[config.mk]
export PLATFORM = sky130hd
export DESIGN_NAME = gpo_setclr_port
export DESIGN_NICKNAME = d
export VERILOG_FILES = /design/src/rtl/gpo_setclr_port.sv
export SDC_FILE = /design/constraint.sdc
export NUM_CORES = 1
export LEC_CHECK = 0
export CORE_MARGIN = 10
export CORE_UTILIZATION = 45
export CTS_CLUSTER_SIZE = 20
export DETAILED_ROUTE_END_ITERATION = 16
export HOLD_SLACK_MARGIN = 0.15
export PLACE_DENSITY_LB_ADDON = 0.12
export REMOVE_ABC_BUFFERS = 1
export SLEW_MARGIN = 15
export SYNTH_ARGS = -nofsm -noshare
export SYNTH_HDL_FRONTEND = slang
export SYNTH_SLANG_ARGS = --single-unit
[constraint.sdc]
create_clock -name clk -period 2.2 [get_ports clk]
set_clock_uncertainty 0.15 [all_clocks]
set_input_delay 0.44 -clock clk [delete_from_list [all_inputs] [get_ports clk]]
set_output_delay 0.44 -clock clk [all_outputs]
set_load 0.02 [all_outputs]
[src/rtl/gpo_setclr_port.sv]
module gpo_setclr_port #(
  parameter int PORT_W = 8,
  parameter int ADDR_W = 4,
  parameter logic [ADDR_W-1:0] SET_ADDR = 4'hE,
  parameter logic [ADDR_W-1:0] CLR_ADDR = 4'hF
) (
  input  logic              clk,
  input  logic              rst_n,
  input  logic              wr_en,
  input  logic [ADDR_W-1:0] addr,
  input  logic              ch_sel,
  input  logic [PORT_W-1:0] wdata,
  output logic [PORT_W-1:0] rd_data,
  output logic [PORT_W-1:0] pin_a_n,
  output logic [PORT_W-1:0] pin_b_n
);
  localparam int NUM_CH = 2;

  logic [NUM_CH-1:0][PORT_W-1:0] port_q;
  logic [NUM_CH-1:0][PORT_W-1:0] pin_q;

  wire is_set = wr_en && (addr == SET_ADDR);
  wire is_clr = wr_en && (addr == CLR_ADDR);

  for (genvar c = 0; c < NUM_CH; c++) begin : g_ch
    wire sel = (ch_sel == 1'(c));

    always_ff @(posedge clk or negedge rst_n) begin
      if (!rst_n)               port_q[c] <= '0;
      else if (sel && is_set)   port_q[c] <= port_q[c] | wdata;
      else if (sel && is_clr)   port_q[c] <= port_q[c] & ~wdata;
    end

    always_ff @(posedge clk or negedge rst_n) begin
      if (!rst_n) pin_q[c] <= '1;
      else        pin_q[c] <= ~port_q[c];
    end
  end

  assign rd_data = port_q[ch_sel];
  assign pin_a_n = pin_q[0];
  assign pin_b_n = pin_q[1];
endmodule

==> out/metrics.cfg <==
[finish]
layout_common_cells=31 x clkdlybuf4s50_1, 16 x inv_1, 16 x mux2_2, 16 x dfrtp_1, 16 x dfstp_2
fillerInstances=228
drive_gt1_share_pct=33.8
syn_to_final_growth_pct=36.2
seq_area_um2=821
final_common_cell=clkdlybuf4s50_1
num-nets-final=166
diodes=0
fin_cells=182
multi_input_comb_area_um2=374
stdcell_area_um2=1750

[clock_network]
insertion_delay_ns=0.32
post_cts_buffers=0
cts_hold_buf=0
cts.sinks=32
htreeDepth=2
cts_tree=done
clk_path_buf_depth=2
cts_buffers=5
clk_transition_reported_paths_ns=0.09
clockRootBuffer=clkbuf_4

[logic_synthesis]
synth.distinct_cells=14
yosys.area_share.adder_pct=0
synth_top_area_share_pct=32.8
yosysSeqAreaShare_pct=64.1
muxShareOfSynthArea_pct=14.1
yosys_warnings=0
synthTopCellsByArea=dfstp_2 33%, dfrtp_1 31%, mux2_2 14%
synthCells=105
synth-simple-area-share_pct=12.0
synth_compound_area_share_pct=3.13
synth-seq-cells=32
synth_top_family_by_area=multiplexers
synth-xor-area-share_pct=0
yosys.area.top_type=dfstp_2
synth_area_per_cell_um2=12.2
synth_area_um2=1280

[timing]
drv_slew=0
fin_crit_sh_pct=93.4
rsz0062_at_grt=no
period_needed_ns=2.05
worst_slew_margin_rel_pct=43.2
finalSetupViolCount=0
tightest_slew_ns=0.849
fmax_ghz=0.487
finalHoldViolCount=0

[place]
postPlaceCellArea_um2=1730
dp_hpwl_mm=1.98
port_buffers=39
place.gp.congestion=0.678
dp.cells=174

[route]
post_drt_wl_per_cell_um=14.6
drtPass1Iterations=4
drt_first_iter_violations=59
via_per_inst=4.88
drc_errors=0
vias=888
ant_nets=0
wl_mm=2.66

[setup_path]
cp_top_family=buffers and inverters
cp_max_fo=30
crit_type=in2out
cp_slowest_stage_delay_ns=0.51
cp.required_ns=1.61
arrival_ns=1.46
start_kind=input port
crit_chain=clkdlybuf4s50_1 > buf_12 > nand2_1 > o21ai_1 > clkbuf_2
crit_path_top_delay_cell=clkdlybuf4s50_1
critPathBufInv=3
end_kind=output pin

[power]
pwr_density_cell_nw_per_um2=692
vdd_drop_max_mv=0.586
p_leak_uw=0.000746

[floorplan]
ios=40
start_util_pct=46.9
coreArea_um2=2730
die_w_um=73.4
die_height_um=73.4
fp-row-count=19
die_area_um2=5380

[global_routing]
antenna_found_initial=0
overflow=0
grtUsageTotal_pct=11.0
grt_start_max_net_pins=33
grt_pass1_wl_mm=4.70
grt_pass1_vias=1034

[worst_hold_path]
hold_class=reg2reg

[run_status]
status=finished clean

[job]
cap_violations=0

[cell usage after synthesis]
cell       n
buf_2      3
buf_4      1
clkbuf_1   1
nor3b_1    8
and4_2     1
nor2_1     1
nand2_1    9
inv_1     16
dfrtp_1   16
nand3_1    8
dfstp_2   16
nand4_1    1
mux2_2    16
o21ai_0    8
[area by class of cell]
cell class              count  area share (%)
multi-input cells          52            21.4
inverters                  16            3.44
well taps                  31            2.22
repair buffers             43            22.5
clock buffers               8            3.37
flip-flops and latches     32            47.0
[power breakdown]
part           total [uW]  leakage, uW  switching (uW)  internal (uW)
Clock                 338    0.0000326             180            158
Sequential            665     0.000388            18.8            646
Combinational         204     0.000326             105           99.1
Total                1210     0.000746             304            903
[stage by stage]
step | worst slack [ns] | hold WS (ns) | power [uW] | TNS (ns) | utilization, %
finish | 0.145 | 0.246 | 1210 | 0 | 63.8
global placement | -0.292 | 0.226 | 889 | -2.19 | 63.2
detailed placement | -0.306 | 0.228 | 895 | -2.59 | 63.2
floorplan | 0.665 | -0.00559 | 760 | 0 | -
CTS | -0.00836 | 0.242 | 1230 | -0.00836 | 65.4
global route | 0.0189 | 0.266 | 1280 | 0 | 63.8
[layer usage]
metal | up-vias | global-route usage [%] | part of all wire [%]
met5 | - | 0 | 0
met4 | 0 | 3.93 | 1.2
met3 | 5 | 5.92 | 10
met2 | 25 | 19.2 | 51
met1 | 423 | 10.9 | 37
li1 | 435 | - | -
[final timing paths]
kind	startpoint	end	slack, ns	depth (start not counted)
hold / removal	flop	pin_a_n[3]	0.25	1
max in group asynchronous	rst_n	pin_b_n[5]	1.23	2
min in group asynchronous	rst_n	asynchronous set/reset pin	0.35	2
hold reg to reg	flop	pin_a_n[3]	0.25	1
setup reg to reg	flop	flop	1.27	1
setup / recovery	ch_sel	rd_data[2]	0.15	5
[kinds of logic after synthesis]
kind of cell,count (synthesis)
flip-flops,32
AND/OR/NAND/NOR,28
buffers and inverters,21
multiplexers,16
AO/OA/AOI/OAI,8
[repair_timing]
action	in CTS	in global routing
endpoints found under the setup margin	8	8
endpoints found under the hold margin	0	0
resized for setup	18	16
Note: power is estimated with default switching activity, not from simulation.
